File: src/rtl/sdram_refresh_pkg.sv
package sdram_refresh_pkg;

  typedef enum logic [1:0] {
    CMD_NOP     = 2'b00,
    CMD_PRE_ALL = 2'b01,
    CMD_AREF    = 2'b10
  } ref_cmd_e;

  typedef enum logic [2:0] {
    ST_IDLE,
    ST_REQ,
    ST_PRE,
    ST_WAIT_RP,
    ST_AREF,
    ST_WAIT_RC
  } ref_state_e;

endpackage

File: src/rtl/refresh_tick_gen.sv
module refresh_tick_gen #(
  parameter int INTERVAL = 781,
  parameter int WINDOW   = 6_400_000
) (
  input  logic clk,
  input  logic rst_n,
  input  logic burst_i,
  output logic tick_o
);
  localparam int MAXP = (INTERVAL > WINDOW) ? INTERVAL : WINDOW;
  localparam int CW   = $clog2(MAXP + 1);

  logic [CW-1:0] cnt_q, cnt_d, limit;

  always_comb begin
    limit  = burst_i ? CW'(WINDOW - 1) : CW'(INTERVAL - 1);
    tick_o = (cnt_q >= limit);
    cnt_d  = tick_o ? '0 : cnt_q + CW'(1);
  end

  always_ff @(posedge clk or negedge rst_n) begin
    if (!rst_n) cnt_q <= '0;
    else        cnt_q <= cnt_d;
  end

endmodule

File: src/rtl/refresh_debt.sv
module refresh_debt #(
  parameter int DEBT_W       = 15,
  parameter int BURST_REFS   = 8192,
  parameter int URGENT_LIMIT = 8
) (
  input  logic              clk,
  input  logic              rst_n,
  input  logic              tick_i,
  input  logic              burst_i,
  input  logic              dec_i,
  output logic [DEBT_W-1:0] debt_o,
  output logic              urgent_o
);
  localparam logic [DEBT_W:0] MAXV      = {1'b0, {DEBT_W{1'b1}}};
  localparam logic [DEBT_W:0] BURST_ADD = (DEBT_W+1)'(BURST_REFS);

  logic [DEBT_W-1:0] debt_q, debt_d;
  logic [DEBT_W:0]   add, sum;
  logic              debt_en;

  always_comb begin
    add     = tick_i ? (burst_i ? BURST_ADD : (DEBT_W+1)'(1)) : '0;
    sum     = {1'b0, debt_q} + add - {{DEBT_W{1'b0}}, dec_i};
    debt_en = tick_i | dec_i;
    debt_d  = (sum > MAXV) ? {DEBT_W{1'b1}} : sum[DEBT_W-1:0];
  end

  always_ff @(posedge clk or negedge rst_n) begin
    if (!rst_n)       debt_q <= '0;
    else if (debt_en) debt_q <= debt_d;
  end

  assign debt_o   = debt_q;
  assign urgent_o = (debt_q >= DEBT_W'(URGENT_LIMIT));

  // a refresh is only ever issued against an outstanding one
  assert_no_underflow_R2: assert property (@(posedge clk) disable iff (!rst_n)
    dec_i |-> (debt_q != '0));

endmodule

File: src/rtl/refresh_seq.sv
module refresh_seq
  import sdram_refresh_pkg::*;
#(
  parameter int TRP_CYCLES = 3,
  parameter int TRC_CYCLES = 7,
  parameter int DEBT_W     = 15
) (
  input  logic              clk,
  input  logic              rst_n,
  input  logic [DEBT_W-1:0] debt_i,
  input  logic              idle_ack_i,
  output logic              req_o,
  output logic              own_bus_o,
  output ref_cmd_e          cmd_o,
  output logic              dec_o
);
  localparam int WMAX = (TRP_CYCLES > TRC_CYCLES) ? TRP_CYCLES : TRC_CYCLES;
  localparam int WW   = $clog2(WMAX + 1);

  ref_state_e    state_q, state_d;
  logic [WW-1:0] wait_q, wait_d;
  logic          wait_en;

  always_comb begin
    state_d = state_q;
    wait_d  = wait_q;
    wait_en = 1'b0;
    cmd_o   = CMD_NOP;
    dec_o   = 1'b0;
    case (state_q)
      ST_IDLE:    if (debt_i != '0) state_d = ST_REQ;
      ST_REQ:     if (idle_ack_i)   state_d = ST_PRE;
      ST_PRE: begin
        cmd_o   = CMD_PRE_ALL;
        wait_d  = WW'(TRP_CYCLES - 1);
        wait_en = 1'b1;
        state_d = ST_WAIT_RP;
      end
      ST_WAIT_RP: begin
        if (wait_q == WW'(1)) state_d = ST_AREF;
        else begin
          wait_d  = wait_q - WW'(1);
          wait_en = 1'b1;
        end
      end
      ST_AREF: begin
        cmd_o   = CMD_AREF;
        dec_o   = 1'b1;
        wait_d  = WW'(TRC_CYCLES - 1);
        wait_en = 1'b1;
        state_d = ST_WAIT_RC;
      end
      ST_WAIT_RC: begin
        if (wait_q == WW'(1)) state_d = (debt_i == '0) ? ST_IDLE : ST_AREF;
        else begin
          wait_d  = wait_q - WW'(1);
          wait_en = 1'b1;
        end
      end
      default: state_d = ST_IDLE;
    endcase
  end

  always_ff @(posedge clk or negedge rst_n) begin
    if (!rst_n) begin
      state_q <= ST_IDLE;
      wait_q  <= '0;
    end else begin
      state_q <= state_d;
      if (wait_en) wait_q <= wait_d;
    end
  end

  assign req_o     = (state_q != ST_IDLE);
  assign own_bus_o = (state_q != ST_IDLE) && (state_q != ST_REQ);

  assert_grant_after_ack_R6: assert property (@(posedge clk) disable iff (!rst_n)
    $rose(own_bus_o) |-> $past(idle_ack_i && req_o));

  assert_pre_opens_tenure_R7: assert property (@(posedge clk) disable iff (!rst_n)
    $rose(own_bus_o) |-> (cmd_o == CMD_PRE_ALL));

  assert_cmd_needs_bus_R9: assert property (@(posedge clk) disable iff (!rst_n)
    (cmd_o != CMD_NOP) |-> own_bus_o);

  assert_release_debt_clear_R10: assert property (@(posedge clk) disable iff (!rst_n)
    $fell(own_bus_o) |-> ($past(debt_i) == '0));

  assert_req_holds_R5: assert property (@(posedge clk) disable iff (!rst_n)
    (req_o && !own_bus_o) |=> req_o);

endmodule

File: src/rtl/sdram_refresh_sched.sv
module sdram_refresh_sched
  import sdram_refresh_pkg::*;
#(
  parameter int TICK_CYCLES   = 781,
  parameter int WINDOW_CYCLES = 6_400_000,
  parameter int BURST_REFS    = 8192,
  parameter int TRP_CYCLES    = 3,
  parameter int TRC_CYCLES    = 7,
  parameter int URGENT_LIMIT  = 8,
  parameter int DEBT_W        = $clog2(2 * BURST_REFS + 1)
) (
  input  logic              clk,
  input  logic              rst_n,
  input  logic              burst_mode_i,
  input  logic              idle_ack_i,
  output logic              req_o,
  output logic              own_bus_o,
  output logic [1:0]        cmd_o,
  output logic [DEBT_W-1:0] debt_o,
  output logic              urgent_o
);
  logic     tick;
  logic     dec;
  ref_cmd_e cmd;

  refresh_tick_gen #(
    .INTERVAL (TICK_CYCLES),
    .WINDOW   (WINDOW_CYCLES)
  ) u_tick (
    .clk     (clk),
    .rst_n   (rst_n),
    .burst_i (burst_mode_i),
    .tick_o  (tick)
  );

  refresh_debt #(
    .DEBT_W       (DEBT_W),
    .BURST_REFS   (BURST_REFS),
    .URGENT_LIMIT (URGENT_LIMIT)
  ) u_debt (
    .clk      (clk),
    .rst_n    (rst_n),
    .tick_i   (tick),
    .burst_i  (burst_mode_i),
    .dec_i    (dec),
    .debt_o   (debt_o),
    .urgent_o (urgent_o)
  );

  refresh_seq #(
    .TRP_CYCLES (TRP_CYCLES),
    .TRC_CYCLES (TRC_CYCLES),
    .DEBT_W     (DEBT_W)
  ) u_seq (
    .clk        (clk),
    .rst_n      (rst_n),
    .debt_i     (debt_o),
    .idle_ack_i (idle_ack_i),
    .req_o      (req_o),
    .own_bus_o  (own_bus_o),
    .cmd_o      (cmd),
    .dec_o      (dec)
  );

  assign cmd_o = cmd;

endmodule

File: config.mk
export PLATFORM = sky130hd
export DESIGN_NAME = sdram_refresh_sched
export DESIGN_NICKNAME = d
export VERILOG_FILES = /design/src/rtl/sdram_refresh_pkg.sv /design/src/rtl/refresh_tick_gen.sv /design/src/rtl/refresh_debt.sv /design/src/rtl/refresh_seq.sv /design/src/rtl/sdram_refresh_sched.sv
export SDC_FILE = /design/constraint.sdc
export NUM_CORES = 1
export LEC_CHECK = 0
export BUFFER_PORTS_ARGS = -buffer_cell sky130_fd_sc_hd__buf_2
export CAP_MARGIN = 20
export CORE_MARGIN = 2
export CORE_UTILIZATION = 57
export CTS_BUF_LIST = sky130_fd_sc_hd__clkbuf_2 sky130_fd_sc_hd__clkbuf_4 sky130_fd_sc_hd__clkbuf_8
export DETAILED_ROUTE_END_ITERATION = 8
export PLACE_DENSITY = 0.76
export SETUP_SLACK_MARGIN = 0.3
export SYNTH_ARGS = -nofsm -noshare
export SYNTH_HDL_FRONTEND = slang
export SYNTH_SLANG_ARGS = --single-unit
File: constraint.sdc
create_clock -name clk -period 6.4 [get_ports clk]
set_clock_uncertainty 0.15 [all_clocks]
set_input_delay 0.64 -clock clk [delete_from_list [all_inputs] [get_ports clk]]
set_output_delay 0.64 -clock clk [all_outputs]
set_load 0.1 [all_outputs]
---- Word level (Yosys, flattened, before mapping) ----
Cells that the tools add are included.
cells by class
  add/sub/neg operators ................... 4
  $lt $le $gt $ge ......................... 3
  equal/unequal tests ..................... 12
  multiplexer cells ....................... 17
  bitwise gates (word level) .............. 1
  reductions and logical operators ........ 10
operators with widths
  cell                                                                      number
  23-bit 2-to-1 mux                                                         2
  23-bit by 1-bit adder with 23-bit output (second input constant)          1
  23-bit >= comparator                                                      1
  3-bit 2-to-1 mux                                                          6
  3-bit case mux with 6 select lines                                        1
  15-bit by 16-bit adder with 16-bit output                                 1
  16-bit by 15-bit > comparator with 1-bit output (second input constant)   1
  16-bit 2-to-1 mux                                                         1
  16-bit by 1-bit subtractor with 16-bit output                             1
  15-bit by 4-bit >= comparator with 1-bit output (second input constant)   1
  15-bit zero test                                                          1
  15-bit 2-to-1 mux                                                         1
  15-bit nonzero test                                                       1
  14-bit 2-to-1 mux                                                         1
  3-bit case mux with 3 select lines                                        1
  3-bit by 1-bit equality test with 1-bit output (second input constant)    2
  3-bit by 2-bit equality test with 1-bit output (second input constant)    2
  3-bit equality test (second input constant)                               2
  2-bit by 1-bit inequality test with 1-bit output (second input constant)  3
  3-bit nonzero test                                                        2
  2-bit inequality test (second input constant)                             2
  2-bit case mux with 2 select lines                                        1
  4-bit AND reduction                                                       1
  2-bit OR reduction                                                        2
  8 further kinds                                                           9
word-level totals
  flip-flop bits (word level) ............. 44
  input port bits ......................... 4
  output and inout port bits .............. 20
  word-level logic and storage cells ...... 51

---- Depth between registers and ports, before layout ----
  depth in word-level cells ............... 7
  mapped depth ............................ 18
  depth with buffers taken out ............ 18

---- Cells and area by module ----
A second synthesis with hierarchy kept.
second synthesis, totals
  cells, all modules ...................... 378
  area total of the unflattened synthesis .. 3,627.2 µm²
modules (own cells, without submodules)
  module            instances  cells an instance  area each (µm²)  seq. area each (µm²)
  refresh_debt      1          176                1,619.1          375.4
  refresh_tick_gen  1          151                1,555.2          575.6
  refresh_seq       1          51                 452.9            150.1

---- Worst setup path before layout ----
Ideal clock, no wire load.
  path type ............................... register -> register
  from .................................... reg u_seq.state_q[1]
  to ...................................... reg u_debt.debt_q[14], in the netlist u_debt.debt_o[14]
  setup time .............................. 70 ps
  data arrival time ....................... 4,310 ps
  data required time ...................... 6,180 ps
  setup slack ............................. 1,870 ps
  stages on the path, launching flop included .. 16
  buffers on the path ..................... 0
  period minus slack after synthesis ...... 4,530 ps
  path through ............................ dfrtp_1 -> nand2b_1 -> nor2_1 -> ha_1 -> inv_1 -> ha_1 -> inv_1 -> fa_1 -> nor2b_1 -> o21ai_0 -> a21oi_1 -> a211oi_2 -> o31ai_2 -> a31oi_1 -> mux2_2 -> nand2_1
on the way
  cells in the longest elaborated chain, start to end .. 5
  elaborated cells on any way between the ends .. 6
  classes of those cells .................. add/sub (1); order compare (1); eq/ne (1); mux (2); bitwise (1)
RTL lines
  element                                          line                text
  from (decl)                                      refresh_seq.sv:20   ref_state_e state_q, state_d;
  from (signal assigned)                           refresh_seq.sv:69   state_q <= state_d;
  3-bit equality test *                            refresh_seq.sv:30   case (state_q)
  1-bit 2-to-1 mux *                               refresh_seq.sv:30
  16-bit by 1-bit subtractor with 16-bit output    refresh_debt.sv:23  sum = {1'b0, debt_q} + add - {{DEBT_W{1'b0}}, dec_i};
  16-bit by 15-bit > comparator with 1-bit output  refresh_debt.sv:25  debt_d = (sum > MAXV) ? {DEBT_W{1'b1}} : sum[DEBT_W-1:0];
  15-bit 2-to-1 mux                                refresh_debt.sv:25
  to (signal assigned)                             refresh_debt.sv:30  else if (debt_en) debt_q <= debt_d;
  to (decl)                                        refresh_debt.sv:17  logic [DEBT_W-1:0] debt_q, debt_d;
Mark *: on every way between the ends. The rest lies on a longest branch, timed or not.
A chain may end at the register's enable or synchronous reset.

---- Final worst setup path ----
  from .................................... in burst_mode_i
  to ...................................... reg u_debt.debt_q[14], in the netlist u_debt.debt_o[14]
on the way
  cells in the longest elaborated chain, start to end .. 7
  elaborated cells on any way between the ends .. 9
  classes of those cells .................. add/sub (2); order compare (2); mux (4); bitwise (1)
RTL lines
  element                                          line                       text
  from (decl)                                      sdram_refresh_sched.sv:14  input logic burst_mode_i,
  23-bit 2-to-1 mux                                refresh_tick_gen.sv:16     limit = burst_i ? CW'(WINDOW - 1) : CW'(INTERVAL - 1);
  23-bit >= comparator                             refresh_tick_gen.sv:17     tick_o = (cnt_q >= limit);
  16-bit 2-to-1 mux                                refresh_debt.sv:22         add = tick_i ? (burst_i ? BURST_ADD : (DEBT_W+1)'(1)) : '0;
  15-bit by 16-bit adder with 16-bit output        refresh_debt.sv:23
  16-bit by 1-bit subtractor with 16-bit output    refresh_debt.sv:23
  16-bit by 15-bit > comparator with 1-bit output  refresh_debt.sv:25
  15-bit 2-to-1 mux                                refresh_debt.sv:25
Parallel ways exist; a longest one is shown, timed or not.

==> run summary <==
Entering global routing, the biggest net connects 45 pins. The logs give 4.68 ns for the arrival time of the worst setup path and 0.215 for the aggregate global-route resource usage. The height of the chip was 81.6 um. The clock period minus worst slack is 4.59 ns, and the maximum fanout along the worst path is 27.

TritonCTS built the clock tree. The synthesized design contains 0 enable-type register cells. The signed area change from the synthesized netlist to the final layout is 8.76%, and the number of nets in the layout is 452. Arithmetic-cell share of the synthesized area counting full adders, half adders and majority gates: 0.166. The tools report the routing usage on met3 as 0.0330.

The post-cts repair resize count is 0. STA classifies the critical path endpoint as a flop. The worst setup path is of the input port to flop kind. In this run the most used layer during global routing was met2.

Routability-driven placement finished with a final weighted congestion of 0.829. The post-placement worst setup slack was 1.48 ns. At the pin with the least slew margin, the transition time is 0.687 ns.

Pin placement for this block handled 24 I/O pins. From left edge to right edge, the die measures 81.6 um. The die covers 6650 um^2. The number of antenna diodes in the final layout is 0. Leading area contributor after synthesis: dfrtp_1. Once the clock tree was built, the setup fixing pass inserted 0 buffers. Among all stages on the critical path, the largest delay is contributed by o211ai_4. Setup violations remaining at the end of the flow were counted as 0.

The multiplexer share of the synthesized area was 0.00328. The ratio of routed vias to standard cells works out to 5.55. Dividing the detail-routed wire length by the instance count gives 13.7 um. The logs give 0 ns for the summed negative setup slack over all endpoints and 0.586 for the effective utilization at floorplan. Counting distinct cell types in the post-synthesis netlist gives 56.

Data on the critical path is required at its endpoint by 6.49 ns. The compound-cell area share of the yosys netlist came out at 0.178. Static timing analysis puts the maximum clock frequency at 218 MHz. Among all cell types in the netlist, the one instantiated most often is nor2_1. The first-pass GRT wire length is 11,200 um. The share of cells above drive strength 1 came out at 0.139. In this run the core area contains 28 standard-cell rows.

The fraction of registers with async set or reset after synthesis is 1.00. Input and output buffers added on the ports amount to 23. The finished layout holds 479 standard cells, fillers aside. The fraction of the mapped netlist area in simple logic gates was 0.197. The CTS clock-pin slew for the worst setup and hold paths is 0.09 ns, and the max-slew violation count is 0. In the post-synthesis netlist, the biggest area contributors are dfrtp_1 32%, ha_1 16%, nor2_1 6.3%. The sum of buffers and inverters on the critical path was 3; the number of hold buffers added after cts was 0. The number of nets with antenna violations after routing is 0. The cell class contributing the biggest share of worst-path delay is compound AO/OA/AOI/OAI gates. The wire-length estimate of the detail-placed layout is 4960 um. The later pin in the worst-skew pair is clocked with a latency of 0.30 ns.

The flip-flop cell with the highest count after synthesis was dfrtp_1. The number of endpoints with negative hold slack in the final report came out at 0. The clock passes through at most 2 buffers. The number of placed instances, taps included, is 470.

Core footprint: 5850 um^2. Yosys printed 0 warnings. The total congestion overflow was 0. The number of antenna violations at the first check in global routing is 0. The number of design rule violations left after detail routing came out at 0. The tree built by TritonCTS fans out to 44 sinks. By count the netlist is led by 58 x nor2_1, 44 x dfrtp_1, 44 x ha_1, 39 x inv_1, 24 x nand2_1.

The run gives 0.321 as the proportion of synthesized chip area in sequential cells. After detailed routing, the total wire length is 6540 um. Setup repair after global routing left no endpoint under its margin. For the worst max-slew margin expressed relative to the limit, the log shows 0.540. The logs give 0.638 for the post-route core utilization and 0 for the number of maximum-capacitance constraint violations. The worst path meets setup with 1.81 ns of slack. For this run, the detailed router's first-pass iteration total came to 4.

Routing usage on met1: 0.267. The root buffer cell is clkbuf_8. The fraction of the cycle the final worst path needs was 0.717.

For this run, the slowest stage of the critical path takes 0.58 ns. The critical path goes through buf_2 -> inv_1 -> ha_1 -> and4_4 -> a2111oi_4 -> o21a_2 -> o211ai_4 -> and2_1 -> ha_1 -> inv_1 -> fa_1 -> nor2b_1 -> o21ai_0 -> a21oi_1 -> a211oi_2 -> o31ai_2 -> a31oi_1 -> mux2_2 -> nand2_1. Parity-gate share of the synthesized area counting xor and xnor cells: 0.0770.

The number of instances in the synthesized netlist is 379. After synthesis, the largest family of logic cells by area is simple AND/OR/NAND/NOR gates. The via count of the first global-routing pass is 2,549. The global routing usage on met2 came out at 0.385. In this run, CTS created clock tree buffers numbering 5.

The run finished with clean final reports. CTS built an H-tree with a depth of 2. Synthesis inferred 44 register bits.

The final route contains 2,657 vias. In this run, the number of DRC markers left after iteration 0 of detailed routing was 144. The number of nets in the synthesized netlist is 428. The run gives 3430 um^2 as the combined area of all synthesized cells. The share of the synthesized area in the top cell type was 0.321. Type of element launching the critical path: an input port.

Classification of the worst-slack hold path: input port to async pin. A synthesized cell averages 9.05 um^2.
-- registers in the layout, summed over array words and instances (netlist names) --
signal / flops
u_seq.state_q: 3
u_tick.cnt_q: 23
u_seq.wait_q: 3
u_debt.debt_o: 15
-- path summary, 6_finish.rpt --
kind / start / end / slack, ns / depth (start not counted)
setup / recovery: burst_mode_i / u_debt.debt_o[14] / 1.81 / 19
hold / removal: rst_n / u_seq.wait_q[2] / 0.08 / 1
setup reg to reg: u_tick.cnt_q[16] / u_debt.debt_o[14] / 2.08 / 16
hold reg to reg: u_tick.cnt_q[0] / u_tick.cnt_q[0] / 0.38 / 1
max in group asynchronous: rst_n / u_tick.cnt_q[8] / 5.53 / 2
min in group clk: u_tick.cnt_q[0] / u_tick.cnt_q[0] / 0.38 / 1
-- metal layers --
metal	share of wire	wire length, um	vias to the layer above
li1	-	-	1357
met1	0.45	2970	1240
met2	0.50	3280	48
met3	0.028	184	12
met4	0.016	104	0
met5	0	0	-
-- layout make-up --
| type | instances | area [um^2] |
|---|---|---|
| Inverter | 39 | 146 |
| Multi-Input combinational cell | 289 | 2130 |
| Clock inverter | 2 | 38.8 |
| Fill cell | 466 | 2120 |
| Timing Repair Buffer | 24 | 135 |
| Tap cell | 75 | 93.8 |
| Clock buffer | 6 | 82.6 |
| Sequential cell | 44 | 1100 |
-- logic make-up (layout without fill, tap and decap cells) --
group,Yosys count,after routing
simple gates,140,140
xor+xnor,28,28
flops,44,44
buf+inv,46,71
fa+ha+maj,45,45
compound gates,75,75
mux,1,1
-- cells in the final DEF, fill, tap and decap left out, types with 2 or more instances in the layout --
cell type,Yosys,final
o21bai_1,2,2
nand3b_1,3,3
nand3_1,10,10
o21ai_0,10,10
a31oi_1,8,8
or3_1,6,6
a21o_1,3,3
xor2_1,15,15
nor3_1,5,5
dfrtp_1,44,44
clkbuf_8,0,6
o22ai_1,2,2
nand2_1,24,24
a21oi_1,19,19
nor2b_1,5,5
xnor2_1,12,12
inv_1,39,39
nand4_1,6,6
buf_2,1,23
a211o_1,2,2
nor2_1,58,58
and2_1,3,3
a31oi_2,10,10
nand2b_1,8,8
ha_1,44,44
o21ai_1,2,2
and3_1,4,4
-- stage by stage --
stage | cell area, um^2 | hold WS, ns
after global routing | 3730 | 0.104
after CTS | 3710 | 0.379
after global placement | 3590 | 0.360
final | 3730 | 0.0787
after floorplan | 3430 | 0.194
after detailed placement | 3590 | 0.374
Power is left out: the tool's default activity adds up to more than one toggle a clock period on the data nets, which glitch-free logic cannot reach.
